===== config.mk =====
export PLATFORM = sky130hd
export DESIGN_NAME = xdr_regfile
export DESIGN_NICKNAME = d
export VERILOG_FILES = /design/src/rtl/xdr_pkg.sv /design/src/rtl/xdr_reg_bank.sv /design/src/rtl/xdr_access.sv /design/src/rtl/xdr_ovf_map.sv /design/src/rtl/xdr_wrap_calc.sv /design/src/rtl/xdr_regfile.sv
export SDC_FILE = /design/constraint.sdc
export NUM_CORES = 1
export LEC_CHECK = 0
export ABC_AREA = 0
export BUFFER_PORTS_ARGS = -buffer_cell sky130_fd_sc_hd__buf_2
export CAP_MARGIN = 15
export CORE_AREA = 2 2 112 114
export DETAILED_ROUTE_END_ITERATION = 16
export DIE_AREA = 0 0 114 116
export GPL_ROUTABILITY_DRIVEN = 0
export SETUP_SLACK_MARGIN = 0.05
export SYNTH_ARGS = -nofsm -noshare
export SYNTH_HDL_FRONTEND = slang
export SYNTH_HIERARCHICAL = 1
export SYNTH_SLANG_ARGS = --single-unit

===== constraint.sdc =====
create_clock -name clk -period 2.4 [get_ports clk]
set_input_delay 0.24 -clock clk [delete_from_list [all_inputs] [get_ports clk]]
set_output_delay 0.24 -clock clk [all_outputs]
set_load 0.02 [all_outputs]

===== src/rtl/xdr_pkg.sv =====
package xdr_pkg;
   localparam int NSLOT = 8;
   localparam int SLW   = $clog2(NSLOT);

   // slot order only fixes which stored byte feeds which derived output
   localparam logic [7:0] SLOT_IDX [NSLOT] = '{8'h31, 8'h32, 8'h33, 8'h34,
                                               8'h35, 8'h36, 8'h37, 8'h3F};
   localparam int SL_ADDR = 2;
   localparam int SL_VOVF = 4;
   localparam int SL_WRAP = 6;
   localparam int SL_HOVF = 7;

   localparam logic [7:0] IDX_OPEN = 8'h33;
   localparam logic [7:0] HMASK    = 8'h15;

   typedef struct packed {
      logic           hit;
      logic [SLW-1:0] slot;
   } slot_t;

   function automatic slot_t decode_idx(input logic [7:0] i);
      slot_t d;
      d = '0;
      for (int s = 0; s < NSLOT; s++) begin
         if (SLOT_IDX[s] == i) begin
            d.hit  = 1'b1;
            d.slot = SLW'(s);
         end
      end
      return d;
   endfunction

   function automatic logic [4:0] vremap(input logic [7:0] v);
      return {v[4], v[3], v[0], v[2], v[1]};
   endfunction
endpackage


===== src/rtl/xdr_reg_bank.sv =====
module xdr_reg_bank
   import xdr_pkg::*;
#(
   parameter int DW = 8,
   parameter int NS = NSLOT
) (
   input  logic                   clk,
   input  logic                   rst_n,
   input  logic                   wr_go,
   input  logic [SLW-1:0]         wr_slot,
   input  logic [DW-1:0]          wr_data,
   output logic [NS-1:0][DW-1:0]  regs
);
   for (genvar s = 0; s < NS; s++) begin : g_slot
      always_ff @(posedge clk) begin
         if (!rst_n)
            regs[s] <= '0;
         else if (wr_go && (wr_slot == SLW'(s)))
            regs[s] <= wr_data;
      end
   end
endmodule


===== src/rtl/xdr_access.sv =====
module xdr_access
   import xdr_pkg::*;
#(
   parameter int IW = 8,
   parameter int DW = 8,
   parameter int NS = NSLOT
) (
   input  logic                   clk,
   input  logic                   rst_n,
   input  logic                   en_we,
   input  logic                   en_val,
   input  logic                   idx_we,
   input  logic [IW-1:0]          idx_in,
   input  logic                   dat_we,
   input  logic [NS-1:0][DW-1:0]  regs,
   output logic [IW-1:0]          cur_idx,
   output logic                   ext_en,
   output logic                   wr_go,
   output logic [SLW-1:0]         wr_slot,
   output logic [DW-1:0]          rd_data
);
   slot_t dec;
   logic  open_ok;

   always_ff @(posedge clk) begin
      if (!rst_n) begin
         cur_idx <= '0;
         ext_en  <= 1'b1;
      end else begin
         if (idx_we) cur_idx <= idx_in;
         if (en_we)  ext_en  <= en_val;
      end
   end

   always_comb begin
      dec     = decode_idx(cur_idx);
      open_ok = dec.hit && (ext_en || (cur_idx == IDX_OPEN));
      wr_go   = dat_we && open_ok;
      wr_slot = dec.slot;
      rd_data = open_ok ? regs[dec.slot] : '0;
   end
endmodule


===== src/rtl/xdr_ovf_map.sv =====
module xdr_ovf_map
   import xdr_pkg::*;
#(
   parameter int DW = 8
) (
   input  logic            clk,
   input  logic            rst_n,
   input  logic            wr_go,
   input  logic [SLW-1:0]  wr_slot,
   input  logic [DW-1:0]   wr_data,
   input  logic [DW-1:0]   vreg,
   input  logic [DW-1:0]   hreg,
   output logic [4:0]      vert_ovf,
   output logic [DW-1:0]   horz_ovf,
   output logic            line_cmp_b10,
   output logic            resize_req
);
   logic [4:0]    v_new;
   logic [DW-1:0] h_new;
   logic          v_hit, h_hit;

   always_comb begin
      vert_ovf     = vremap(vreg);
      horz_ovf     = hreg & HMASK;
      line_cmp_b10 = vreg[4];
      v_new        = vremap(wr_data);
      h_new        = wr_data & HMASK;
      v_hit = wr_go && (wr_slot == SLW'(SL_VOVF)) && (v_new[1:0] != vert_ovf[1:0]);
      h_hit = wr_go && (wr_slot == SLW'(SL_HOVF)) && (h_new[1:0] != horz_ovf[1:0]);
   end

   always_ff @(posedge clk) begin
      if (!rst_n) resize_req <= 1'b0;
      else        resize_req <= v_hit || h_hit;
   end
endmodule


===== src/rtl/xdr_wrap_calc.sv =====
module xdr_wrap_calc
   import xdr_pkg::*;
#(
   parameter int DW        = 8,
   parameter int BASE_LOG2 = 16,
   parameter int WRAP_W    = 21
) (
   input  logic              clk,
   input  logic              rst_n,
   input  logic              wr_go,
   input  logic [SLW-1:0]    wr_slot,
   input  logic [DW-1:0]     wr_data,
   input  logic [DW-1:0]     wreg,
   output logic [WRAP_W-1:0] mem_wrap,
   output logic              wrap_chg
);
   localparam int SHW = $clog2(WRAP_W);
   logic [SHW-1:0] sh;

   always_comb begin
      sh = SHW'(BASE_LOG2 - 1) + (wreg[3] ? SHW'(2) : SHW'(0)) + SHW'(wreg[1:0]);
      mem_wrap = WRAP_W'(1) << sh;
   end

   always_ff @(posedge clk) begin
      if (!rst_n) wrap_chg <= 1'b0;
      else        wrap_chg <= wr_go && (wr_slot == SLW'(SL_WRAP)) && (wr_data != wreg);
   end
endmodule


===== src/rtl/xdr_regfile.sv =====
module xdr_regfile
   import xdr_pkg::*;
#(
   parameter int IW        = 8,
   parameter int DW        = 8,
   parameter int BASE_LOG2 = 16,
   parameter int WRAP_W    = 21
) (
   input  logic              clk,
   input  logic              rst_n,
   input  logic              en_we,
   input  logic              en_val,
   input  logic              idx_we,
   input  logic [IW-1:0]     idx_in,
   input  logic              dat_we,
   input  logic [DW-1:0]     dat_in,
   output logic [DW-1:0]     rd_data,
   output logic [1:0]        disp_start_hi,
   output logic [1:0]        cursor_start_hi,
   output logic              line_cmp_b10,
   output logic [4:0]        vert_ovf,
   output logic [DW-1:0]     horz_ovf,
   output logic [WRAP_W-1:0] mem_wrap,
   output logic              wrap_chg,
   output logic              resize_req
);
   if (DW != 8) begin : g_bad_dw
      $error("xdr_regfile: DW must be 8");
   end
   if (IW != 8) begin : g_bad_iw
      $error("xdr_regfile: IW must be 8");
   end
   if (WRAP_W < BASE_LOG2 + 5) begin : g_bad_wrap
      $error("xdr_regfile: WRAP_W too narrow for the largest wrap");
   end

   logic [NSLOT-1:0][DW-1:0] regs;
   logic [IW-1:0]            cur_idx;
   logic                     ext_en;
   logic                     wr_go;
   logic [SLW-1:0]           wr_slot;

   xdr_access #(.IW(IW), .DW(DW), .NS(NSLOT)) acc_i (
      .clk(clk), .rst_n(rst_n), .en_we(en_we), .en_val(en_val),
      .idx_we(idx_we), .idx_in(idx_in), .dat_we(dat_we), .regs(regs),
      .cur_idx(cur_idx), .ext_en(ext_en), .wr_go(wr_go),
      .wr_slot(wr_slot), .rd_data(rd_data));

   xdr_reg_bank #(.DW(DW), .NS(NSLOT)) bank_i (
      .clk(clk), .rst_n(rst_n), .wr_go(wr_go), .wr_slot(wr_slot),
      .wr_data(dat_in), .regs(regs));

   xdr_ovf_map #(.DW(DW)) ovf_i (
      .clk(clk), .rst_n(rst_n), .wr_go(wr_go), .wr_slot(wr_slot),
      .wr_data(dat_in), .vreg(regs[SL_VOVF]), .hreg(regs[SL_HOVF]),
      .vert_ovf(vert_ovf), .horz_ovf(horz_ovf),
      .line_cmp_b10(line_cmp_b10), .resize_req(resize_req));

   xdr_wrap_calc #(.DW(DW), .BASE_LOG2(BASE_LOG2), .WRAP_W(WRAP_W)) wrap_i (
      .clk(clk), .rst_n(rst_n), .wr_go(wr_go), .wr_slot(wr_slot),
      .wr_data(dat_in), .wreg(regs[SL_WRAP]),
      .mem_wrap(mem_wrap), .wrap_chg(wrap_chg));

   always_comb begin
      disp_start_hi   = regs[SL_ADDR][1:0];
      cursor_start_hi = regs[SL_ADDR][3:2];
   end
endmodule


# == After elaboration in Yosys (flattened, before gate mapping) ==
# Index checks and enable logic that the tools add are counted.
# totals
regBits,75
latchBits,0
mem_bits_rw,0
romBits,0
in_bits,22
out_inout_bits,49
n_memories,0
# classes
n_addsub,2
n_mul,0
div,0
n_lt_le_gt_ge,1
n_eq_ne,19
n_shift,1
n_mux,12
bitwise_logic,0
reduce_logical,16
# ops
op,count
"== test 6 x 8 -> 1 bit, first input constant",8
two-way mux 4 bit,8
binary-select mux 8 bit (select 3 bit),1
"left shift 1 x 5 -> 21 bit, first input constant",1
two-way mux 8 bit,2
logical AND 1 bit,13
"== test 3 bit, second input constant",4
"== test 8 x 6 -> 1 bit, second input constant",1
inequality test 8 bit,1
"== test 3 x 2 -> 1 bit, second input constant",2
"adder 4 x 5 -> 5 bit, first input constant",1
adder 5 x 2 -> 5 bit,1
"less-than comparator 3 x 4 -> 1 bit, second input constant",1
"== test 3 x 1 -> 1 bit, second input constant",1
zero test 3 bit,1
logical OR 1 bit,2
two-way mux 2 bit,1
inequality test 2 bit,1
inequality test 1 bit,1

# == Logic depth before layout (Yosys ltp) ==
# depth
ltp_word,14
depth_mapped,9
depth_no_buf,7

# == Modules after synthesis ==
# Netlist, hierarchy kept.
# by_module_without_submodules
mod,n_inst,cells_each,area_per_inst_um2,seq_area_each_um2
xdr_reg_bank,1,223,2348.5,1281.2
xdr_access,1,163,1315.0,180.2
xdr_wrap_calc,1,47,310.3,20.0
xdr_ovf_map,1,24,178.9,20.0

# == Worst setup path before layout ==
# OpenSTA, ideal clock, no wires.
# synth_path
path_type,register to register
start,reg acc_i.cur_idx[0]
end,reg bank_i/regs[0] in the netlist's numbering
setup_time_ns,0.126
arrival_time_ns,2.153
setup_slack_ns,0.121
stages_incl_launch_ff,10
period_less_slack_ns,2.279
path_cell_list,dfxtp_1 inv_1 clkbuf_1 nor2_2 nand3b_1 a21oi_4 and2_1 or4b_1 buf_6 mux2i_1
# synth_between
elab_chain_len,12
# synth_rtl
element,line_no,text
start: declaration,xdr_access.sv:16,"output logic [IW-1:0] cur_idx,"
start signal: assignment,xdr_access.sv:30,if (idx_we) cur_idx <= idx_in;
== test 6 x 8 -> 1 bit,xdr_pkg.sv:25,if (SLOT_IDX[s] == i) begin
two-way mux 4 bit (8 in series),xdr_pkg.sv:25,
logical AND 1 bit (*),xdr_access.sv:37,open_ok = dec.hit && (ext_en || (cur_idx == IDX_OPEN));
logical AND 1 bit (*),xdr_access.sv:38,wr_go = dat_we && open_ok;
via wr_go,xdr_regfile.sv:40,logic wr_go;
logical AND 1 bit (*),xdr_reg_bank.sv:18,else if (wr_go && (wr_slot == SLW'(s)))
end signal: indexed assignment,xdr_reg_bank.sv:19,regs[s] <= wr_data;
end: declaration,xdr_reg_bank.sv:12,output logic [NS-1:0][DW-1:0] regs
# The timed path passes the listed nets; every way through them passes the cells marked *.
# A chain may end at the register's enable or synchronous reset.

# == Worst setup path in the final report ==
# layout_path
start,reg acc_i.cur_idx[0]
end,out rd_data[6]
# layout_between
elab_chain_len,11
# layout_rtl
element,line_no,text
== test 6 x 8 -> 1 bit,xdr_pkg.sv:25,
two-way mux 4 bit (7 in series),xdr_pkg.sv:25,
binary-select mux 8 bit (select 3 bit) or two-way mux 4 bit (tied branches),"xdr_access.sv:40, xdr_pkg.sv:25",
two-way mux 8 bit (implied by the code) or logical AND 1 bit (tied branches),"xdr_access.sv:40, xdr_access.sv:37",
two-way mux 8 bit (*),xdr_access.sv:40,rd_data = open_ok ? regs[dec.slot] : '0;
end: declaration,xdr_regfile.sv:17,"output logic [DW-1:0] rd_data,"
# Mark *: on every way between the ends. The rest lies on a longest branch, timed or not. The select of a mux whose other input is x is not followed.

==> flow_summary.json <==
{
  "port-buffer-count": 57,
  "insertedDiodeCount": 0,
  "dpl-instance-area_sq_mm": 0.00452,
  "row_count": 40,
  "top_count_cell_post_synth": "nand2_1",
  "cts.path.max_buffers": 2,
  "finish.instance_area_sq_mm": 0.00495,
  "worstPathRequired_ns": 2.16,
  "setup.worst_path.end_class": "output pin",
  "run_status": "completed",
  "layout-drive-gt1-share_pct": 25.6,
  "yosys_register_bits": 75,
  "cp.arrival_ns": 2.08,
  "grt-ovfl-total": 0,
  "synth_flop_cell": "dfxtp_1",
  "area_growth_syn_to_layout_pct": 19.2,
  "via_per_inst": 5.21,
  "synth_commonest_cells": "nand2_1, mux2i_1, dfxtp_1",
  "h-tree-depth": 3,
  "postSynthCellCount": 457,
  "crit_type": "flop to output pin",
  "grt_antenna_before_repair": 0,
  "stdcell_count": 662,
  "routed_wl_microns": 11300,
  "layout.nets": 534,
  "floorplan.io_pins": 71,
  "dr_wl_cell_microns": 17.0,
  "holdCritPathClass": "primary input to flop",
  "tritoncts_num_sinks": 75,
  "leakage_power_total_nw": 2.38,
  "final_min_period_over_clock_period_pct": 96.5,
  "clk_transition_reported_paths_ns": 0.06,
  "grt_pass1_vias": 3279,
  "dieHeight_microns": 116,
  "clk_latency_ns": 0.34,
  "asyncSetResetFlopFracSynth_pct": 0,
  "tritoncts": "built",
  "detailedRoute.firstPassIterationCount": 5,
  "remaining_drc_errors": 0,
  "tritoncts.num_buffers": 9,
  "largest_net_degree_at_the_start_of_global_routing": 35,
  "place_hpwl_microns": 8040,
  "path_max_fanout": 7,
  "timing.final.max_slew_violations": 0,
  "yosysUniqueCellTypes": 55,
  "biggest_area_consumer_among_synthesized_cells": "dfxtp_1",
  "p_per_area_mw_per_mm2": 566,
  "synth.avg_cell_area_sq_um": 9.09,
  "floorplan.die.width_microns": 114,
  "first_iter_violations": 176,
  "effective_utilization_at_floorplan_pct": 34.9,
  "synth-edff-count": 0,
  "worst_ir_drop_vdd_uv": 296,
  "synth_largest_type_area_fraction_pct": 36.2,
  "fin_worst_skew_ns": 0.00810,
  "global_route.usage.total_pct": 17.5,
  "root_buffer_cell": "clkbuf_16",
  "synth-warning-count": 6,
  "period_needed_ns": 2.32,
  "post-place-cells": 643,
  "pre_cts_slack_ns": 0.105,
  "finalSetupViolations": 0,
  "finalHoldViolCount": 0,
  "core_area_sq_mm": 0.0119,
  "startpoint_type": "flop",
  "setup_repair_after_global_routing_missed_its_margin": "true",
  "die_area_sq_mm": 0.0132,
  "route.vias.total": 3450,
  "fin_worst_hold_slack_ns": 0.135,
  "fin_ws_ns": 0.0841,
  "wire_length_of_the_first_global_routing_pass_microns": 17900,
  "synthesis.area_sq_mm": 0.00415,
  "ys_seq_area_share_pct": 36.2,
  "ys_top_cells_by_area": "dfxtp_1, mux2i_1, nand2_1",
  "fmax_mhz": 432,
  "count_of_nets_left_with_antenna_violations_after_detail_routing": 0,
  "max_cap_viols": 0,
  "filler_cell_count": 1197
}
-- flip-flops by register name, indices dropped and copies added, names as in the netlist --
name / cells
bank_i/regs: 64
ovf_i/resize_req: 1
acc_i/cur_idx: 8
wrap_i/wrap_chg: 1
acc_i/ext_en: 1
-- cells in the final DEF (no fill, tap or decap), drive strengths merged, types with 2 or more instances in the layout --
master   instances
xor2            11
clkinv           5
inv              6
and2             3
nand4            2
nor4             2
nor3             6
a21oi           11
nand4b           3
and3             2
and4bb           2
nor2b           10
nand2b           4
nand2           89
o21ai           11
buf             85
nand3            4
conb            13
o2bb2ai          7
ha               2
or3b             2
o211a            7
dfxtp           75
mux2i           80
a211o            7
nor2            20
o2111ai          7
nand4bb          2
clkbuf          10
a2111oi          2
a22oi           14
-- cells by family (layout without fill, tap and decap cells) --
| family | count (synthesis) | after routing | share of synthesized area (%) |
|---|---|---|---|
| AO/OA/AOI/OAI | 71 | 71 | 13.7 |
| XOR/XNOR | 11 | 11 | 2.32 |
| adder cells (fa/ha/maj) | 3 | 3 | 0.874 |
| buffers and inverters | 59 | 106 | 8.68 |
| flip-flops | 75 | 75 | 36.2 |
| multiplexers | 80 | 80 | 19.3 |
| other | 2 | 13 | 0.181 |
| AND/OR/NAND/NOR | 156 | 156 | 18.8 |
-- layout make-up --
class                      count  area [sq um]  share of cell area [%]
clock inverter                 6          48.8                   0.986
sequential                    75          1520                    30.6
clock buffer                  10           239                    4.83
inverter                       5          18.8                   0.379
tap                          147           184                    3.71
multi-input combinational    334          2390                    48.2
timing repair buffer          85           556                    11.2
-- final timing paths --
| check | from | end | slack, ns | cells past startpoint |
|---|---|---|---|---|
| setup / recovery | acc_i/cur_idx[0]$_SDFFE_PN0P_ | rd_data[6] | 0.08 | 7 |
| hold / removal | en_val | acc_i/ext_en$_SDFFE_PN1P_ | 0.14 | 3 |
| setup reg to reg | acc_i/cur_idx[5]$_SDFFE_PN0P_ | bank_i/regs[38]$_SDFFE_PN0P_ | 0.22 | 7 |
| hold reg to reg | bank_i/regs[42]$_SDFFE_PN0P_ | bank_i/regs[42]$_SDFFE_PN0P_ | 0.46 | 2 |
-- critical path, stage by stage (launching register included) --
cell and delay (ns):
dfxtp_4 0.36, buf_6 0.13, or3b_4 0.42, nand3_4 0.16
mux2i_1 0.21, nor2_1 0.06, o211a_1 0.25, buf_6 0.14
-- power breakdown --
part / switching (mW) / leakage, nW / total, mW / internal [mW]
Sequential: 0.0154 / 0.609 / 1.27 / 1.25
Clock: 0.563 / 0.143 / 1.30 / 0.737
Combinational: 0.151 / 1.62 / 0.232 / 0.0818
Total: 0.729 / 2.38 / 2.80 / 2.07
-- layer usage --
metal / vias to the layer above / part of all wire (%) / track usage, %
met4: 0 / 1.6 / 5.04
met5: - / 0 / 0
met2: 114 / 47 / 28.2
li1: 1681 / - / -
met1: 1639 / 46 / 23.8
met3: 16 / 5.8 / 3.56
-- per-stage QoR --
| step | setup TNS (ns) | power, mW | utilization (%) |
|---|---|---|---|
| after floorplan | 0 | 1.46 | - |
| after global placement | 0 | 1.52 | 38.0 |
| after detailed placement | 0 | 1.52 | 38.0 |
| after CTS | 0 | 2.82 | 40.7 |
| after global routing | -0.0188 | 2.91 | 41.6 |
| final | 0 | 2.80 | 41.6 |
-- repair_timing --
action                     CTS  global route
resized for setup           12            25
hold buffers                 0             0
setup buffers                0             2
hold endpoints to repair     0             0
pin swaps                    0             9
cloned                       0             1
setup endpoints to repair   21            12
(Power assumes the default switching activity.)
